[src/rtl/dsc_pkg.sv]
`timescale 1ns/1ps
package dsc_pkg;
  localparam int unsigned N_STAGE   = 6;
  localparam int unsigned FIRST_CTL = 2;
  localparam int unsigned N_GROUP   = N_STAGE - FIRST_CTL + 1;
  localparam int unsigned TAG_W     = 3;
  // opcode flag positions
  localparam int unsigned OPB_ADDR  = 5;
  localparam int unsigned OPB_IWR   = 4;
  localparam int unsigned OPB_MC    = 3;
  localparam int unsigned MC_W      = 2;
endpackage

[src/rtl/dsc_ustore.sv]
`timescale 1ns/1ps
module dsc_ustore
  import dsc_pkg::*;
#(
  parameter int unsigned GRP_W = 8
) (
  input  logic [GRP_W-TAG_W-1:0]         opf_i,
  output logic [(N_GROUP+1)*GRP_W-1:0]   uword_o
);
  // one group per controlled stage, then the multi-cycle count on top
  for (genvar s = FIRST_CTL; s <= N_STAGE; s++) begin : g_grp
    assign uword_o[(s-FIRST_CTL)*GRP_W +: GRP_W] = {opf_i, TAG_W'(s)};
  end

  assign uword_o[N_GROUP*GRP_W +: GRP_W] =
    opf_i[OPB_MC] ? GRP_W'(opf_i[MC_W-1:0]) : '0;
endmodule

[src/rtl/dsc_hazard.sv]
`timescale 1ns/1ps
module dsc_hazard #(
  parameter int unsigned REG_W = 4
) (
  input  logic             v2_i,
  input  logic             use_addr2_i,
  input  logic [REG_W-1:0] asrc2_i,
  input  logic             v3_i,
  input  logic             iwr3_i,
  input  logic [REG_W-1:0] dst3_i,
  output logic             haz_o
);
  assign haz_o = v2_i && use_addr2_i && v3_i && iwr3_i && (asrc2_i == dst3_i);
endmodule

[src/rtl/dsc_mc_hold.sv]
`timescale 1ns/1ps
module dsc_mc_hold #(
  parameter int unsigned CW = 8
) (
  input  logic          clk,
  input  logic          rst_n,
  input  logic          v6_i,
  input  logic [CW-1:0] cnt_i,
  output logic          hold_o
);
  logic [CW-1:0] spent_q, spent_d;

  assign hold_o = v6_i && (spent_q != cnt_i);

  always_comb begin
    spent_d = hold_o ? spent_q + CW'(1) : '0;
  end

  always_ff @(posedge clk or negedge rst_n) begin
    if (!rst_n) spent_q <= '0;
    else        spent_q <= spent_d;
  end
endmodule

[src/rtl/dsc_pipe_ctrl.sv]
`timescale 1ns/1ps
module dsc_pipe_ctrl
  import dsc_pkg::*;
#(
  parameter int unsigned OPC_W = 6,
  parameter int unsigned GRP_W = 8,
  parameter int unsigned REG_W = 4
) (
  input  logic             clk,
  input  logic             rst_n,
  input  logic             in_valid_i,
  output logic             in_ready_o,
  input  logic [OPC_W-1:0] in_opc_i,
  input  logic [REG_W-1:0] in_dst_i,
  input  logic [REG_W-1:0] in_asrc_i,
  output logic [GRP_W-1:0] ctl2_o,
  output logic [GRP_W-1:0] ctl3_o,
  output logic [GRP_W-1:0] ctl4_o,
  output logic [GRP_W-1:0] ctl5_o,
  output logic [GRP_W-1:0] ctl6_o,
  output logic             stall_o,
  output logic             hold_o,
  output logic             retire_o
);
  localparam int unsigned UW_W  = (N_GROUP + 1) * GRP_W;
  localparam int unsigned OPF_W = GRP_W - TAG_W;

  // stages 1 and 2: instruction identity before and at lookup
  logic             v1_q, v1_d, v2_q, v2_d;
  logic [OPC_W-1:0] opc1_q, opc1_d, opc2_q, opc2_d;
  logic [REG_W-1:0] dst1_q, dst1_d, dst2_q, dst2_d;
  logic [REG_W-1:0] asrc1_q, asrc1_d, asrc2_q, asrc2_d;
  // stage 3 side information for the hazard check
  logic             iwr3_q, iwr3_d;
  logic [REG_W-1:0] dst3_q, dst3_d;

  logic [UW_W-1:0]  uword;
  logic             haz, hold, adv_lo, adv_hi;

  dsc_ustore #(.GRP_W(GRP_W)) u_store (
    .opf_i  (opc2_q[OPF_W-1:0]),
    .uword_o(uword)
  );

  assign adv_hi = !hold;
  assign adv_lo = !hold && !haz;

  // ---------------- stages 1..2 ----------------
  always_comb begin
    v1_d    = in_valid_i;
    opc1_d  = in_opc_i;
    dst1_d  = in_dst_i;
    asrc1_d = in_asrc_i;
    v2_d    = v1_q;
    opc2_d  = opc1_q;
    dst2_d  = dst1_q;
    asrc2_d = asrc1_q;
  end

  always_ff @(posedge clk or negedge rst_n) begin
    if (!rst_n) begin
      v1_q <= 1'b0; opc1_q <= '0; dst1_q <= '0; asrc1_q <= '0;
      v2_q <= 1'b0; opc2_q <= '0; dst2_q <= '0; asrc2_q <= '0;
    end else if (adv_lo) begin
      v1_q <= v1_d; opc1_q <= opc1_d; dst1_q <= dst1_d; asrc1_q <= asrc1_d;
      v2_q <= v2_d; opc2_q <= opc2_d; dst2_q <= dst2_d; asrc2_q <= asrc2_d;
    end
  end

  // ---------------- stages 3..6: delayed control groups ----------------
  for (genvar k = FIRST_CTL + 1; k <= N_STAGE; k++) begin : g_st
    localparam int unsigned W = (N_STAGE - k + 2) * GRP_W;
    logic         v_q, v_d, v_src;
    logic [W-1:0] pay_q, pay_d, src;

    if (k == FIRST_CTL + 1) begin : g_in
      assign v_src = v2_q && !haz;
      assign src   = uword[UW_W-1:GRP_W];
    end else begin : g_in
      assign v_src = g_st[k-1].v_q;
      assign src   = g_st[k-1].pay_q[(N_STAGE-k+3)*GRP_W-1:GRP_W];
    end

    always_comb begin
      v_d   = v_src;
      pay_d = v_src ? src : '0;
    end

    always_ff @(posedge clk or negedge rst_n) begin
      if (!rst_n) begin
        v_q   <= 1'b0;
        pay_q <= '0;
      end else if (adv_hi) begin
        v_q   <= v_d;
        pay_q <= pay_d;
      end
    end
  end

  always_comb begin
    iwr3_d = v2_q && !haz && opc2_q[OPB_IWR];
    dst3_d = dst2_q;
  end

  always_ff @(posedge clk or negedge rst_n) begin
    if (!rst_n) begin
      iwr3_q <= 1'b0;
      dst3_q <= '0;
    end else if (adv_hi) begin
      iwr3_q <= iwr3_d;
      dst3_q <= dst3_d;
    end
  end

  dsc_hazard #(.REG_W(REG_W)) u_haz (
    .v2_i       (v2_q),
    .use_addr2_i(opc2_q[OPB_ADDR]),
    .asrc2_i    (asrc2_q),
    .v3_i       (g_st[3].v_q),
    .iwr3_i     (iwr3_q),
    .dst3_i     (dst3_q),
    .haz_o      (haz)
  );

  dsc_mc_hold #(.CW(GRP_W)) u_hold (
    .clk   (clk),
    .rst_n (rst_n),
    .v6_i  (g_st[6].v_q),
    .cnt_i (g_st[6].pay_q[GRP_W +: GRP_W]),
    .hold_o(hold)
  );

  assign ctl2_o     = v2_q ? uword[GRP_W-1:0] : '0;
  assign ctl3_o     = g_st[3].pay_q[GRP_W-1:0];
  assign ctl4_o     = g_st[4].pay_q[GRP_W-1:0];
  assign ctl5_o     = g_st[5].pay_q[GRP_W-1:0];
  assign ctl6_o     = g_st[6].pay_q[GRP_W-1:0];
  assign hold_o     = hold;
  assign stall_o    = haz && !hold;
  assign in_ready_o = adv_lo;
  assign retire_o   = g_st[6].v_q && !hold;
endmodule

[config.mk]
export PLATFORM = sky130hd
export DESIGN_NAME = dsc_pipe_ctrl
export DESIGN_NICKNAME = d
export VERILOG_FILES = /design/src/rtl/dsc_pkg.sv /design/src/rtl/dsc_ustore.sv /design/src/rtl/dsc_hazard.sv /design/src/rtl/dsc_mc_hold.sv /design/src/rtl/dsc_pipe_ctrl.sv
export SDC_FILE = /design/constraint.sdc
export NUM_CORES = 1
export LEC_CHECK = 0
export BUFFER_PORTS_ARGS = -buffer_cell sky130_fd_sc_hd__buf_2
export CAP_MARGIN = 20
export CORE_MARGIN = 3
export CORE_UTILIZATION = 46
export DETAILED_ROUTE_END_ITERATION = 6
export PLACE_DENSITY = 0.69
export SYNTH_ARGS = -nofsm -noshare
export SYNTH_HDL_FRONTEND = slang
export SYNTH_SLANG_ARGS = --single-unit
[constraint.sdc]
create_clock -name clk -period 2.16 [get_ports clk]
set_clock_uncertainty 0.1 [all_clocks]
set_input_delay 0.216 -clock clk [delete_from_list [all_inputs] [get_ports clk]]
set_output_delay 0.216 -clock clk [all_outputs]
set_load 0.005 [all_outputs]
; ---- Yosys cells after proc, flatten, opt, wreduce, memory -nomap -nowiden
; Cells that the tools add are included.
[word_totals]
regBits = 159
latch_bits = 0
ram_bits = 0
romBits = 0
input_bits = 17
output_inout_bits = 44
n_memories = 0
[classes]
add_sub_neg = 1
n_mul = 0
div = 0
magnitude_cmp = 0
n_eq_ne = 2
shift = 0
n_mux = 7
n_bitwise = 0
reduce_logical = 12
[ops]
columns = op, count
row1 = 40-bit two-way mux, 1
row2 = 32-bit two-way mux, 1
row3 = 24-bit two-way mux, 1
row4 = 16-bit two-way mux, 1
row5 = 8-bit two-way mux, 2
row6 = 1-bit logical AND, 10
row7 = 8-bit by 1-bit adder with 8-bit output (second input constant), 1
row8 = 8-bit inequality test, 1
row9 = 4-bit equality test, 1
row10 = 1-bit logical NOT, 2
row11 = 2-bit two-way mux, 1

; ---- Depth between registers and ports, before layout
[logic_depth]
depth_word = 7
depth_mapped = 8

; ---- Cells and area by module
; A second synthesis with hierarchy kept.
[hier_totals]
hier_cells = 718
area_unflattened_um2 = 7573.5
[modules_own_cells]
columns = module, instances, cells_per_inst, area_each_um2, seq_area_each_um2
row1 = dsc_pipe_ctrl, 1, 615, 6645.1, 3778.6
row2 = dsc_mc_hold, 1, 46, 506.7, 200.2
row3 = dsc_ustore, 1, 50, 365.4, 0.0
row4 = dsc_hazard, 1, 7, 56.3, 0.0

; ---- Worst setup path after synthesis
; No wires, ideal clock.
[synth_path]
path_kind = register to output
startpoint = reg u_hold.spent_q[3]
endpoint = out stall_o
arrival_ns = 1.571
required_ns = 1.844
slack_ns = 0.273
stages_incl_launch_ff = 8
n_path_buf = 2
path_cell_list = dfrtp_1 > nor4_2 > nand4_2 > nand2_4 > inv_2 > buf_6 > buf_2 > nor3_1
[synth_via]
elab_chain_cells = 4
[synth_rtl]
columns = item, line
row1 = from (decl), dsc_mc_hold.sv:11  ; logic [CW-1:0] spent_q, spent_d;
row2 = from (signal assigned), dsc_mc_hold.sv:21  ; else spent_q <= spent_d;
row3 = 8-bit inequality test, dsc_mc_hold.sv:13  ; assign hold_o = v6_i && (spent_q != cnt_i);
row4 = 1-bit logical AND, dsc_mc_hold.sv:13
row5 = net hold_o, dsc_pipe_ctrl.sv:22  ; output logic hold_o,
row6 = 1-bit logical NOT, dsc_pipe_ctrl.sv:139  ; assign stall_o = haz && !hold;
row7 = 1-bit logical AND, dsc_pipe_ctrl.sv:139
row8 = to (decl), dsc_pipe_ctrl.sv:21  ; output logic stall_o,
; The timed path passes the listed nets, and every way through them passes these cells.

; ---- Final worst setup path
[layout_path]
startpoint = reg u_hold.spent_q[3]
endpoint = out retire_o
[layout_via]
elab_chain_cells = 4
[layout_rtl]
columns = item, line
row1 = 8-bit inequality test, dsc_mc_hold.sv:13
row2 = 1-bit logical AND, dsc_mc_hold.sv:13
row3 = 1-bit logical NOT, dsc_pipe_ctrl.sv:141  ; assign retire_o = g_st[6].v_q && !hold;
row4 = 1-bit logical AND, dsc_pipe_ctrl.sv:141
row5 = to (decl), dsc_pipe_ctrl.sv:23  ; output logic retire_o
; Every way passes these cells.

==> impl_metrics.json <==
{
  "status": "completed",
  "total_power_w": 0.004959,
  "path_clk_slew_ns": 0.08,
  "grt_pass1_vias": 2018,
  "max_freq_mhz": 471.3,
  "worstSetupStartpointType": "flop",
  "clockBufferDepth": 2,
  "power.internal_w": 0.003452,
  "cpPeakStageDelay_ns": 0.39,
  "synth_area_sq_mm": 0.003313,
  "cts_tree": "yes",
  "io_pins": 61,
  "fin_util": 0.5817,
  "ys_warn_count": 0,
  "yosysMostFrequentCell": "dfrtp_1",
  "busiest_layer": "met2",
  "drv_slew": 0,
  "fill_cells": 579,
  "drc": 0,
  "gp_congestion": 0.7109,
  "fp-row-count": 30,
  "met3_usage": 0.06833,
  "rsz0062_at_grt": "true",
  "seq_power_share": 0.430,
  "grt_max_degree": 61,
  "htreeDepth": 3,
  "final_layout_size_suffix_gt1_frac": 0.3775,
  "yosys-top-cells-count": "dfrtp_1 (74), nand2_1 (48), buf_4 (35), mux2_2 (31), o21ai_0 (30)",
  "nNetsFinal": 361,
  "irDropWorstVdd_mv": 0.6512,
  "yosys-top-cells-area": "dfrtp_1 (56%), mux2_2 (11%), buf_4 (7.9%)",
  "antenna_found_initial": 0,
  "vias_per_cell": 4.740,
  "start_util": 0.4797,
  "relSlewSlack": 0.6265,
  "grt_usage": 0.1542,
  "synth_edf_count": 0,
  "max_cap_viol_count": 0,
  "port_buffers": 53,
  "antenna_cells": 0,
  "switchingPower_w": 0.001507,
  "clockRootBuffer": "clkbuf_8",
  "grt.overflow.total": 0,
  "worstPathMaxFanout": 3,
  "crit_chain": "nor4_2 > nand4_2 > buf_4 > buf_4 > nor2_1 > buf_2",
  "area_growth_pct": 21.26,
  "clk_latency_ns": 0.35,
  "clkPwrFrac": 0.269,
  "antenna_left": 0,
  "tightestPinTransition_ns": 0.5602,
  "vias": 2100,
  "p_leak_nw": 1.897,
  "dr.pass1.iters": 4,
  "hold_path_class": "input pin to asynchronous set/reset pin",
  "endpoint_kind": "output pin",
  "hold_viol": 0,
  "die_area_sq_mm": 0.008256,
  "drtIter0Drc": 83,
  "synth.avg_cell_area_sq_um": 11.54,
  "ys_ff_latch": 74,
  "hpwlAfterDp_mm": 3.733,
  "combPwrFrac": 0.301,
  "finalNonFillerCells": 443,
  "p_per_area_mw_per_mm2": 1234,
  "synth_top_area_frac": 0.5589,
  "slowest_stage": "dfrtp_1",
  "synthDistinctLibCells": 28,
  "met1_usage": 0.1915,
  "cp.required_ns": 1.84,
  "setup_violations": 0,
  "wl_per_cell_um": 13.72,
  "post-route-period-util": 0.9823,
  "synth_seq_area_share": 0.5589,
  "chipWidth_um": 90.87,
  "critPathTopFamily": "simple AND/OR/NAND/NOR gates",
  "crit_path_frequent_cell": "buf_4",
  "yosysTopAreaCell": "dfrtp_1",
  "ys.flop_type": "dfrtp_1",
  "grt_pass1_wl_mm": 9.929,
  "path_class": "flop to output pin",
  "coreArea_sq_mm": 0.006907,
  "cts_buffers": 9,
  "synth_cells": 287,
  "worst-path-buf-inv": 3,
  "use_met2": 0.2403,
  "cp.arrival_ns": 1.81,
  "swShare": 0.3039,
  "min_period_ns": 2.122,
  "cts_sinks": 74,
  "reg2reg_from": "u_hold.spent_q[3]",
  "async_flop_share": 1.000,
  "cp-startpoint": "u_hold.spent_q[3]",
  "die_h_um": 90.87,
  "dpl.cell_count": 399,
  "drt_wl_total_mm": 6.076
}
## per-stage QoR
step                      hold slack, ns  setup TNS [ns]  cell area [sq um]  setup WS [ns]
final                             0.2952               0               4018        0.03828
after floorplan                  -0.1796               0               3336         0.2733
after global routing              0.3049         -0.2898               4018       -0.08520
after CTS                         0.2965               0               3936       0.006938
after global placement            0.1369               0               3447         0.2157
after detailed placement          0.1402               0               3447         0.1901
## cells by family after synthesis
group | share of synthesized area
other cells | 0.001132
flops | 0.5589
mux | 0.1326
simple gates | 0.1137
xor+xnor | 0.03172
compound gates | 0.04985
buf+inv | 0.1084
fa+ha+maj | 0.003776
## repair_timing
action | 4_1_cts | 5_1_grt
gates cloned | 1 | 0
endpoints found under the setup margin | 3 | 3
hold endpoints to repair | 55 | 0
hold buffers | 16 | 0
pin swaps | 3 | 3
gates resized for setup | 2 | 6
setup buffers | 4 | 8
## cell type report
class                   instances  area, sq um  share of cell area
clock buffers                  11        151.4             0.03768
clock inverters                 4        98.84             0.02460
inverters                       2        15.01            0.003737
multi-input cells             169         1147              0.2856
flip-flops and latches         74         1853              0.4612
well taps                      96        120.1             0.02990
repair buffers                 87        631.9              0.1573
## layer usage
metal | part of all wire | wire [um]
met5 | 0 | 0
met4 | 0.014 | 86
met3 | 0.058 | 353
met2 | 0.48 | 2897
met1 | 0.45 | 2739
## layout by cell type (no fill, tap or decap), drive strengths merged, types with 2 or more instances in the layout
cell type,synthesis,routed
dfrtp,74,74
and2,8,8
nor2,9,9
xor2,3,3
o21ai,30,30
nand4,3,3
mux2,37,37
conb,1,7
nand2b,4,4
clkbuf,4,11
inv,2,2
xnor2,9,9
bufinv,0,3
and3,2,2
buf,44,70
dlygate4sd3,0,16
nand3,3,3
nand2,49,49
## power by group through the flow
stage / logic [W] / clock network [W] / registers, W
detailed placement: 0.00129 / 0 / 0.00216
global route: 0.00163 / 0.00144 / 0.00220
finish: 0.00149 / 0.00133 / 0.00213
floorplan: 0.00120 / 0 / 0.00202
CTS: 0.00142 / 0.00136 / 0.00214
global placement: 0.00126 / 0 / 0.00214
## sequential cells by signal (all words and copies together), names as in the netlist
name and flops:
v2_q 1, u_hold.spent_q 8, g_st.pay_q 31, asrc1_q 4, dst1_q 4, opc1_q 6
asrc2_q 4, opc2_q 6, g_st.v_q 1, dst2_q 4, v1_q 1, dst3_q 4
## worst paths after layout
path                                           to  slack (ns)  cells past startpoint
worst max-delay path                     retire_o        0.04                      6
max in group asynchronous               dst1_q[3]        1.10                      3
min in group clk                 g_st[6].pay_q[7]        0.38                      2
worst min-delay path            g_st[5].pay_q[14]        0.30                      2
worst min register to register   g_st[6].pay_q[7]        0.38                      2
worst max register to register         asrc1_q[3]        0.17                      5
## worst register-to-register path, delay by kind of cell (launching register included)
family	cells	cell delay [ns]
AND/OR/NAND/NOR	2	0.50
flip-flops	1	0.39
multiplexers	1	0.34
buffers and inverters	1	0.32
AO/OA/AOI/OAI	1	0.23
No activity file was read; power rests on OpenSTA's default activity.
